File: config.mk
export PLATFORM = sky130hd
export DESIGN_NAME = vlr_slot
export DESIGN_NICKNAME = d
export VERILOG_FILES = /design/src/rtl/vlr_pkg.sv /design/src/rtl/vlr_wr_gate.sv /design/src/rtl/vlr_guest_next.sv /design/src/rtl/vlr_slot.sv
export SDC_FILE = /design/constraint.sdc
export NUM_CORES = 1
export LEC_CHECK = 0
export ABC_AREA = 1
export BUFFER_PORTS_ARGS = -buffer_cell sky130_fd_sc_hd__buf_2
export CELL_PAD_IN_SITES_DETAIL_PLACEMENT = 0
export CELL_PAD_IN_SITES_GLOBAL_PLACEMENT = 1
export CORE_ASPECT_RATIO = 1.25
export CORE_UTILIZATION = 32
export CTS_CLUSTER_SIZE = 24
export DETAILED_ROUTE_END_ITERATION = 6
export GPL_TIMING_DRIVEN = 0
export PLACE_DENSITY = 0.8
export RECOVER_POWER = 25
export SLEW_MARGIN = 25
export SYNTH_ARGS = -nofsm -noshare
export SYNTH_HDL_FRONTEND = slang
export SYNTH_HIERARCHICAL = 1
export SYNTH_SLANG_ARGS = --single-unit
File: constraint.sdc
create_clock -name clk_i -period 2.15 [get_ports clk_i]
set_clock_uncertainty 0.1 [all_clocks]
set_input_delay 0.215 -clock clk_i [delete_from_list [all_inputs] [get_ports clk_i]]
set_output_delay 0.215 -clock clk_i [all_outputs]
set_load 0.03 [all_outputs]
File: src/rtl/vlr_pkg.sv
package vlr_pkg;
  // bit0 = pending, bit1 = active
  typedef enum logic [1:0] {
    ST_INV  = 2'b00,
    ST_PEND = 2'b01,
    ST_ACT  = 2'b10,
    ST_PA   = 2'b11
  } lr_state_e;
endpackage

File: src/rtl/vlr_wr_gate.sv
module vlr_wr_gate
  import vlr_pkg::*;
(
  input  logic       we_i,
  input  logic [1:0] state_i,
  input  logic       hw_i,
  output logic       accept_o,
  output logic       reject_o
);
  always_comb begin
    reject_o = we_i && hw_i && (state_i == ST_PA);
    accept_o = we_i && !reject_o;
  end
endmodule

File: src/rtl/vlr_guest_next.sv
module vlr_guest_next
  import vlr_pkg::*;
#(
  parameter int VID_W = 10
) (
  input  logic [1:0]       cur_state_i,
  input  logic [VID_W-1:0] cur_vid_i,
  input  logic             cur_hw_i,
  input  logic             host_busy_i,
  input  logic             ack_i,
  input  logic             dir_i,
  input  logic [VID_W-1:0] dir_id_i,
  output logic [1:0]       nxt_state_o,
  output logic [VID_W-1:0] ack_id_o,
  output logic             link_deact_o
);
  localparam logic [VID_W-1:0] SpurId = '1;

  logic ack_ok, dir_ok;

  always_comb begin
    ack_ok = ack_i && !host_busy_i;
    dir_ok = dir_i && !host_busy_i && !ack_i && cur_state_i[1] && (dir_id_i == cur_vid_i);
    nxt_state_o = cur_state_i;
    if (ack_ok && cur_state_i[0]) nxt_state_o = ST_ACT;
    else if (dir_ok)              nxt_state_o = {1'b0, cur_state_i[0]};
    ack_id_o     = (ack_ok && cur_state_i[0]) ? cur_vid_i : SpurId;
    link_deact_o = dir_ok && cur_hw_i;
  end
endmodule

File: src/rtl/vlr_slot.sv
module vlr_slot
  import vlr_pkg::*;
#(
  parameter int VID_W = 10,
  parameter int PID_W = 13
) (
  input  logic             clk_i,
  input  logic             rst_ni,
  input  logic             host_we_i,
  input  logic [VID_W-1:0] host_vid_i,
  input  logic [1:0]       host_state_i,
  input  logic             host_hw_i,
  input  logic [PID_W-1:0] host_pid_i,
  output logic             host_err_o,
  output logic [1:0]       state_o,
  output logic [VID_W-1:0] vid_o,
  output logic             hw_o,
  output logic [PID_W-1:0] pid_o,
  input  logic             guest_ack_i,
  output logic [VID_W-1:0] ack_id_o,
  input  logic             guest_dir_i,
  input  logic [VID_W-1:0] guest_dir_id_i,
  output logic             phys_deact_o,
  output logic [PID_W-1:0] phys_deact_id_o
);
  logic [1:0]       state_q, nxt_state;
  logic [VID_W-1:0] vid_q;
  logic [PID_W-1:0] pid_q, pdeact_id_q;
  logic             hw_q, err_q, pdeact_q;
  logic             wr_accept, wr_reject, link_deact;

  vlr_wr_gate u_wr_gate (
    .we_i     (host_we_i),
    .state_i  (host_state_i),
    .hw_i     (host_hw_i),
    .accept_o (wr_accept),
    .reject_o (wr_reject)
  );

  vlr_guest_next #(.VID_W(VID_W)) u_guest_next (
    .cur_state_i  (state_q),
    .cur_vid_i    (vid_q),
    .cur_hw_i     (hw_q),
    .host_busy_i  (host_we_i),
    .ack_i        (guest_ack_i),
    .dir_i        (guest_dir_i),
    .dir_id_i     (guest_dir_id_i),
    .nxt_state_o  (nxt_state),
    .ack_id_o     (ack_id_o),
    .link_deact_o (link_deact)
  );

  always_ff @(posedge clk_i or negedge rst_ni) begin
    if (!rst_ni) begin
      state_q <= ST_INV;
      vid_q   <= '0;
      pid_q   <= '0;
      hw_q    <= 1'b0;
    end else if (wr_accept) begin
      state_q <= host_state_i;
      vid_q   <= host_vid_i;
      pid_q   <= host_pid_i;
      hw_q    <= host_hw_i;
    end else begin
      state_q <= nxt_state;
    end
  end

  always_ff @(posedge clk_i or negedge rst_ni) begin
    if (!rst_ni) begin
      err_q       <= 1'b0;
      pdeact_q    <= 1'b0;
      pdeact_id_q <= '0;
    end else begin
      err_q    <= wr_reject;
      pdeact_q <= link_deact;
      if (link_deact) pdeact_id_q <= pid_q;
    end
  end

  assign host_err_o      = err_q;
  assign state_o         = state_q;
  assign vid_o           = vid_q;
  assign hw_o            = hw_q;
  assign pid_o           = pid_q;
  assign phys_deact_o    = pdeact_q;
  assign phys_deact_id_o = pdeact_id_q;
endmodule

* Yosys cells after proc, flatten, opt, wreduce, memory -nomap -nowiden
Index checks and enable logic that the tools add are counted.
** Storage, ports and cells
- Register bits :: 41
- Input port bits :: 41
- Word-level logic and storage cells :: 29
** Operators by class
- Equal/unequal tests :: 2
- Multiplexer cells :: 4
- Reduce and logical (&&, ||, !) cells :: 15
** Operator list (number)
- $eq A10 B10 Y1 :: 1
- $logic_and A1 B1 Y1 :: 10
- $mux W10 :: 1
- $mux W2 :: 3
- $logic_not A1 Y1 :: 3
- $reduce_bool A3 Y1 :: 1
- $eq A2 B2 Y1 const B :: 1
- $reduce_bool A2 Y1 :: 1

* Logic depth before layout (Yosys ltp)
Gate-level depths: netlist of the first run.
- Depth after elaboration :: 8
- Depth in mapped cells :: 11

* Cells and area by module
Netlist of the first run, hierarchy kept.
** Modules (own cells, without submodules)
- vlr_slot :: instances 1, cells each 167, area an instance 1585.3 um2, sequential area each 1026.0 um2
- vlr_guest_next :: instances 1, cells each 79, area an instance 336.6 um2, sequential area each 0.0 um2
- vlr_wr_gate :: instances 1, cells each 5, area an instance 21.3 um2, sequential area each 0.0 um2

* Least setup slack after synthesis of the first run
Ideal clock, no wire load.
- Path kind :: reg-to-reg
- Start point :: register vid_q[2], in the netlist vid_o[2]
- End point :: register pdeact_id_q[10], in the netlist phys_deact_id_o[10]
- Arrival :: 1.529 ns
- Path slack :: 0.403 ns
- Stages on the path, launching flop included :: 10
- Clock period less this slack :: 1.747 ns
- Cells stage by stage :: dfrtp_1 -> xnor2_1 -> nand2_1 -> nor2_1 -> nand3_1 -> nor2_1 -> inv_2 -> buf_6 -> nand2_1 -> nand2_1
** On the way
- Cells in the longest elaborated chain, start to end :: 3
** RTL lines
- from (decl) :: line vlr_slot.sv:27 : logic [VID_W-1:0] vid_q;
- from (signal assigned) :: line vlr_slot.sv:61 : vid_q <= host_vid_i;
- $eq A10 B10 Y1 :: line vlr_guest_next.sv:23 : dir_ok = dir_i && !host_busy_i && !ack_i && cur_state_i[1] && (dir_id_i == cur_vid_i);
- $logic_and A1 B1 Y1 :: line vlr_guest_next.sv:23
- $logic_and A1 B1 Y1 :: line vlr_guest_next.sv:28 : link_deact_o = dir_ok && cur_hw_i;
- net link_deact :: line vlr_slot.sv:30 : logic wr_accept, wr_reject, link_deact;
- to (signal assigned) :: line vlr_slot.sv:77 : if (link_deact) pdeact_id_q <= pid_q;
- to (decl) :: line vlr_slot.sv:28 : logic [PID_W-1:0] pid_q, pdeact_id_q;
The timed path passes the listed nets, and every way through them passes these cells.
A chain may end at the register's enable or synchronous reset.

* Final worst setup path of the first run
- Start point :: register vid_q[2], in the netlist vid_o[2]
- End point :: register pdeact_id_q[8], in the netlist phys_deact_id_o[8]
Same word-level chain as after synthesis.

==> flow_summary.ini, run 1 <==
[critical_path]
criticalPathCategory = reg2reg
critPathMaxFanout = 10
worst-r2r-cell-count = 9
rrSetupSlack_ns = 0.20
worstSetupStartpointType = flip-flop
worstSetupEndpointType = flip-flop
critPathRequiredTime_ns = 2.23
arrival_ns = 2.03

[pwr]
clkPwrFrac_pct = 27.6
p_sw_w = 0.0005582
ir_drop_v = 0.0003576
p_comb_share_pct = 22.2
p_sw_share_pct = 32.23
leakage_nw = 1.551
pwr_density_cell_mw_per_mm2 = 676.5
p_total_w = 0.001732
pwr-share-seq_pct = 50.2
intPower_w = 0.001174

[synth]
synthesis.area_sq_mm = 0.001943
synth_async_sr_flop_share_pct = 100.0
ys_ff_latch = 41
synthTopCellsByCount = nand2_1, dfrtp_1, inv_1, nand2_2, nor2_1
synth_edf_count = 0
synth_area_leaders = dfrtp_1, nand2_1, inv_1
synth_flop_cell = dfrtp_1
yosysTopAreaCellShare_pct = 52.80
synth_seq_area_share_pct = 52.80
postSynthAreaPerCell_sq_um = 7.741
syn_nets = 292
synth_most_common_cell = nand2_1
synthCells = 251
synth_top_cell_by_area = dfrtp_1
yosys_warnings = 6
post_synth_num_cell_types = 16

[sta]
fin_crit_sh_pct = 90.73
drv_slew = 0
period_minus_slack_ns = 1.951
hold_viol = 0
fmax_mhz = 512.6
slew_headroom_pct = 49.53
setup_violations = 0
finalSetupTns_ns = 0
tightest_slew_ns = 0.7571
grt_setup_unrepaired = false

[detailed_routing]
wl_microns = 4583
ant_nets = 0
vias = 1786
drt-pass1-iter-count = 4
via_per_inst = 4.273
detail_route.wl_per_cell_microns = 10.96
drt_iter0_drc = 73
drc = 0

[run_status]
status = finished, final reports clean

[hold_path]
holdPathStages = 3
hp-class = in2reg

[clock_network]
cts_buffers = 5
cts-root-buf = clkbuf_8
cts_tree = built
path_clk_slew_ns = 0.08
htree_levels = 2
clk_latency_ns = 0.28
numClockSinks = 41
clockBufferDepth = 2
cts_setup_buffers = 0

[final_layout]
nets = 392
drive_gt1_share_pct = 33.52
area_growth_syn_to_layout_pct = 31.75
stdcell_count = 418
antenna_cells = 0

[grt]
grt_util_all_layers_pct = 14.80
grt_pass1_wl_microns = 7238
grt.overflow.total = 0
grt_pass1_vias = 1612
antenna_found_initial = 0
grt_start_max_net_pins = 42

[floorplanning]
core_area_sq_mm = 0.005818
start_util_pct = 33.40
fp.dieW_microns = 71.70
ios = 92
dieArea_sq_mm = 0.006389
dieHeight_microns = 89.12
row_count = 31

[placement]
io_buffers = 91
place_congestion = 0.8475
dp.cells = 408
dp_hpwl_microns = 3576

[run]
drv_cap = 0
[critical path: stages (launching register included)]
cell and delay, ns:
dfrtp_1 0.43, xnor2_1 0.24, nand2_1 0.09, nor2_1 0.13, nand3_1 0.10, nor2_1 0.37, inv_2 0.11, buf_6 0.16
nand2_1 0.06, nand2_1 0.05
[layout make-up]
class,instances,area (sq um)
plain buffers,7,72.57
clock buffers,6,72.57
clock inverters,2,10.01
fillers,642,3258
inverters,23,87.58
multi-input cells,180,740.7
flip-flops and latches,41,1026
well taps,66,82.58
repair buffers,93,467.9
[cells by family after synthesis]
family                    Yosys count  synth area share, %
buffers and inverters              30                8.950
and+or+nand+nor                   175                36.38
xor gates and xnor gates            3                1.352
AOI/OAI and AO/OA                   2               0.5152
DFF                                41                52.80
[sequential cells by signal, summed over array words and instances, names as in the netlist]
signal	count
host_err_o	1
hw_o	1
phys_deact_id_o	13
phys_deact_o	1
pid_o	13
state_o	2
vid_o	10
[per-stage QoR]
stage	util, %	hold slack, ns	instance area [sq um]	setup WS (ns)
finish	44.00	0.02398	2560	0.1992
global route	44.00	0.01892	2560	0.05338
CTS	44.24	0.01138	2574	0.2210
detailed placement	42.65	0.3028	2481	0.2504
global placement	42.65	0.2937	2481	0.2556
floorplan	-	-0.1806	1943	0.4032
[cell usage in the layout (no fill, tap or decap), types with 3 or more instances in the layout]
cell type and instances:
nand2_1 150, buf_2 89, dfrtp_1 41, inv_1 19
nand2_2 10, nor2_1 9, clkbuf_8 5, clkbuf_1 4
buf_6 3, inv_2 3, or2_1 3, xnor2_1 3
[worst paths after layout]
| path | from | endpoint |
|---|---|---|
| setup / recovery | vid_o[2]$_DFFE_PN0P_ | phys_deact_id_o[8]$_DFFE_PN0P_ |
| hold / removal | host_pid_i[5] | pid_o[5]$_DFFE_PN0P_ |
| setup reg to reg | vid_o[2]$_DFFE_PN0P_ | phys_deact_id_o[8]$_DFFE_PN0P_ |
| min in group asynchronous | rst_ni | phys_deact_id_o[1]$_DFFE_PN0P_ |
| max in group asynchronous | rst_ni | vid_o[1]$_DFFE_PN0P_ |
| hold reg to reg | phys_deact_id_o[2]$_DFFE_PN0P_ | phys_deact_id_o[2]$_DFFE_PN0P_ |
[routing by layer]
| layer | vias up | part of all wire (%) | track usage (%) | wire length, microns |
|---|---|---|---|---|
| met2 | 60 | 51 | 26.24 | 2333 |
| met5 | - | 0 | 0 | 0 |
| met1 | 781 | 42 | 17.55 | 1925 |
| met3 | 6 | 5.4 | 3.157 | 248 |
| li1 | 939 | - | - | - |
| met4 | 0 | 1.7 | 5.882 | 76 |
[power by group through the flow]
| stage | registers (W) | clock network (W) | logic (W) |
|---|---|---|---|
| 2_1_floorplan | 0.000981 | 0 | 0.000149 |
| 5_1_grt | 0.000879 | 0.000528 | 0.000426 |
| 4_1_cts | 0.000870 | 0.000498 | 0.000396 |
| 3_3_place_gp | 0.000883 | 0 | 0.000389 |
| 6_report | 0.000869 | 0.000478 | 0.000385 |
| 3_5_place_dp | 0.000885 | 0 | 0.000394 |
[what timing repair did]
| item | CTS | global route |
|---|---|---|
| hold buffers | 1 | 0 |
| hold endpoints to repair | 41 | 0 |
| gates resized for setup | 0 | 0 |
Note: power is estimated with default switching activity, not from simulation.
==> run 2: changes to the inputs <==
- BUFFER_PORTS_ARGS: -buffer_cell sky130_fd_sc_hd__buf_2 -> -buffer_cell sky130_fd_sc_hd__buf_4
- CORE_UTILIZATION: 32 -> 34
- PLACE_DENSITY: 0.8 -> 0.84
- REMOVE_ABC_BUFFERS: unset -> 1
- clock period: 2.15 -> 2.5 ns (I/O delays scaled with it)
==> run 2 against run 1 <==
Net effect:
- largest cell class unchanged
- final cell count is 2.2% lower
- worst hold slack improved by 0.032 ns
- critical path type unchanged
- register-to-register slack improved by 0.11 ns
- clock power decreased by 11%
- highest routed layer unchanged
- sequential share of layout area decreased by 2.9 points
- core utilization up 6.3 points
- non-clock buffer count fell by 7
==> flow_summary.ini, run 2 (same netlist as run 1, synthesis figures left out) <==
[run_status]
status = finished, final reports clean

[final_layout]
final_cell_mix = nand2_1, buf_4, dfrtp_1, inv_1, nand2_2
utilization_pct = 50.30
final_common_cell = nand2_1
area_growth_syn_to_layout_pct = 41.85
drive_gt1_share_pct = 33.62
nets = 385
antenna_cells = 0
stdcell_count = 409

[detailed_routing]
detail_route.wl_per_cell_microns = 12.03
wl_met3_microns = 373
ant_nets = 0
drt-met1-wl_microns = 1958
wl_microns = 4921
via_per_inst = 4.474
vias = 1830
drt-pass1-iter-count = 4
drc = 0
route.met2.wl_microns = 2560
top_layer_used = met4
drt_iter0_drc = 41

[run]
drv_cap = 0

[pwr]
leakage_nw = 1.593
intPower_w = 0.001054
clkPwrFrac_pct = 27.5
pwr_density_cell_mw_per_mm2 = 563.4
p_total_w = 0.001553
ir_drop_v = 0.0003202
pwr-share-seq_pct = 48.2
p_sw_w = 0.0004987
p_sw_share_pct = 32.11
p_comb_share_pct = 24.3

[sta]
whs_ns = 0.05603
drv_slew = 0
fin_crit_sh_pct = 87.60
setup_violations = 0
tightest_slew_ns = 1.032
hold_viol = 0
fmax_mhz = 456.6
slew_headroom_pct = 31.19
grt_setup_unrepaired = false
period_minus_slack_ns = 2.190

[clock_network]
clockBufferDepth = 2
numClockSinks = 41
cts_setup_buffers = 0
path_clk_slew_ns = 0.08
cts-root-buf = clkbuf_8
clk_latency_ns = 0.28
cts_buffers = 5
htree_levels = 2
cts_tree = built

[placement]
dp.cells = 400
place_congestion = 0.7271
io_buffers = 91
dp_hpwl_microns = 3514

[grt]
grt_pass1_vias = 1809
grt_pass1_wl_microns = 8204
grt.overflow.total = 0
antenna_found_initial = 0
grt_util_all_layers_pct = 17.28
grt_start_max_net_pins = 42

[critical_path]
rrSetupSlack_ns = 0.31
crit_family = simple AND/OR/NAND/NOR gates
r2r-end = phys_deact_id_o[0]$_DFFE_PN0P_
worst-r2r-cell-count = 8
arrival_ns = 2.27
cp.buffers_inverters = 1
regToRegStartpoint = vid_o[2]$_DFFE_PN0P_
endpoint = phys_deact_id_o[0]$_DFFE_PN0P_
path_depth = 8
startpoint = vid_o[2]$_DFFE_PN0P_
critPathMaxFanout = 15
worstSetupEndpointType = flip-flop
critical_path.slowest_cell = nor2_2
criticalPathCategory = reg2reg
worstSetupStartpointType = flip-flop
critPathRequiredTime_ns = 2.58
cpMostUsedCell = nand2_1
cpPeakStageDelay_ns = 0.57
crit_chain = xnor2_1 > nand2_1 > nor2_1 > nand3_1 > nor2_2 > inv_2 > nand2_1 > nand2_1

[floorplanning]
ios = 92
core_area_sq_mm = 0.005480
fp.dieW_microns = 69.62
dieHeight_microns = 86.52
dieArea_sq_mm = 0.006023
start_util_pct = 35.46
row_count = 30

[hold_path]
holdPathStages = 3
hp-class = in2reg
-- run 2: cell types whose count changed in the layout (fill, tap and decap cells not counted), sizes merged --
cell / before / now
clkbuf: 10 / 7
clkinvlp: 1 / 2
inv: 22 / 23
buf: 95 / 91
clkinv: 2 / 0
-- run 2: per-stage QoR --
| step | area, sq um | worst slack [ns] | TNS [ns] |
|---|---|---|---|
| 3_5_place_dp | 2664 | 0.2832 | 0 |
| 4_1_cts | 2761 | 0.2981 | 0 |
| 5_1_grt | 2756 | 0.05640 | 0 |
| 6_report | 2756 | 0.3100 | 0 |
| 3_3_place_gp | 2626 | -0.4859 | -13.07 |
| 2_1_floorplan | 1863 | 0.4723 | 0 |
-- run 2: cell type report --
| cell class | count | area, sq um |
|---|---|---|
| multi-input combinational | 180 | 750.7 |
| sequential | 41 | 1026 |
| inverter | 23 | 93.84 |
| fill | 572 | 2724 |
| timing repair buffer | 93 | 718.2 |
| tap | 64 | 80.08 |
| clock inverter | 2 | 15.01 |
| clock buffer | 6 | 72.57 |
-- run 2: how the worst min path moves through the flow --
stage,start,to,slack (ns)
2_1_floorplan,rst_ni,host_err_o$_DFF_PN0_,-0.15
3_3_place_gp,rst_ni,pid_o[9]$_DFFE_PN0P_,0.18
3_5_place_dp,rst_ni,pid_o[1]$_DFFE_PN0P_,0.17
4_1_cts,host_pid_i[3],pid_o[3]$_DFFE_PN0P_,0.04
5_1_grt,host_pid_i[3],pid_o[3]$_DFFE_PN0P_,0.05
6_report,host_pid_i[3],pid_o[3]$_DFFE_PN0P_,0.06
-- run 2: worst register-to-register path: cells and delay by family (launching register included) --
kind | cells | cell delay [ns]
and+or+nand+nor | 6 | 1.02
DFF | 1 | 0.45
buffers and inverters | 1 | 0.29
xor gates and xnor gates | 1 | 0.23
-- run 2: layer usage --
| metal | up-vias | GRT usage (%) |
|---|---|---|
| li1 | 920 | - |
| met1 | 842 | 20.48 |
| met2 | 64 | 30.54 |
| met3 | 4 | 5.116 |
| met4 | 0 | 4.909 |
| met5 | - | 0 |
-- run 2: repair_timing --
action / in CTS / in global routing
resized for setup: 0 / 0
hold endpoints to repair: 41 / 0
endpoints found under the setup margin: 0 / 0
hold buffers: 1 / 0
-- run 2: power by group through the flow --
stage / logic [W] / clock network (W) / registers, W
2_1_floorplan: 0.000117 / 0 / 0.000844
3_3_place_gp: 0.000371 / 0 / 0.000761
3_5_place_dp: 0.000382 / 0 / 0.000762
4_1_cts: 0.000384 / 0.000454 / 0.000749
5_1_grt: 0.000415 / 0.000476 / 0.000757
6_report: 0.000377 / 0.000427 / 0.000749
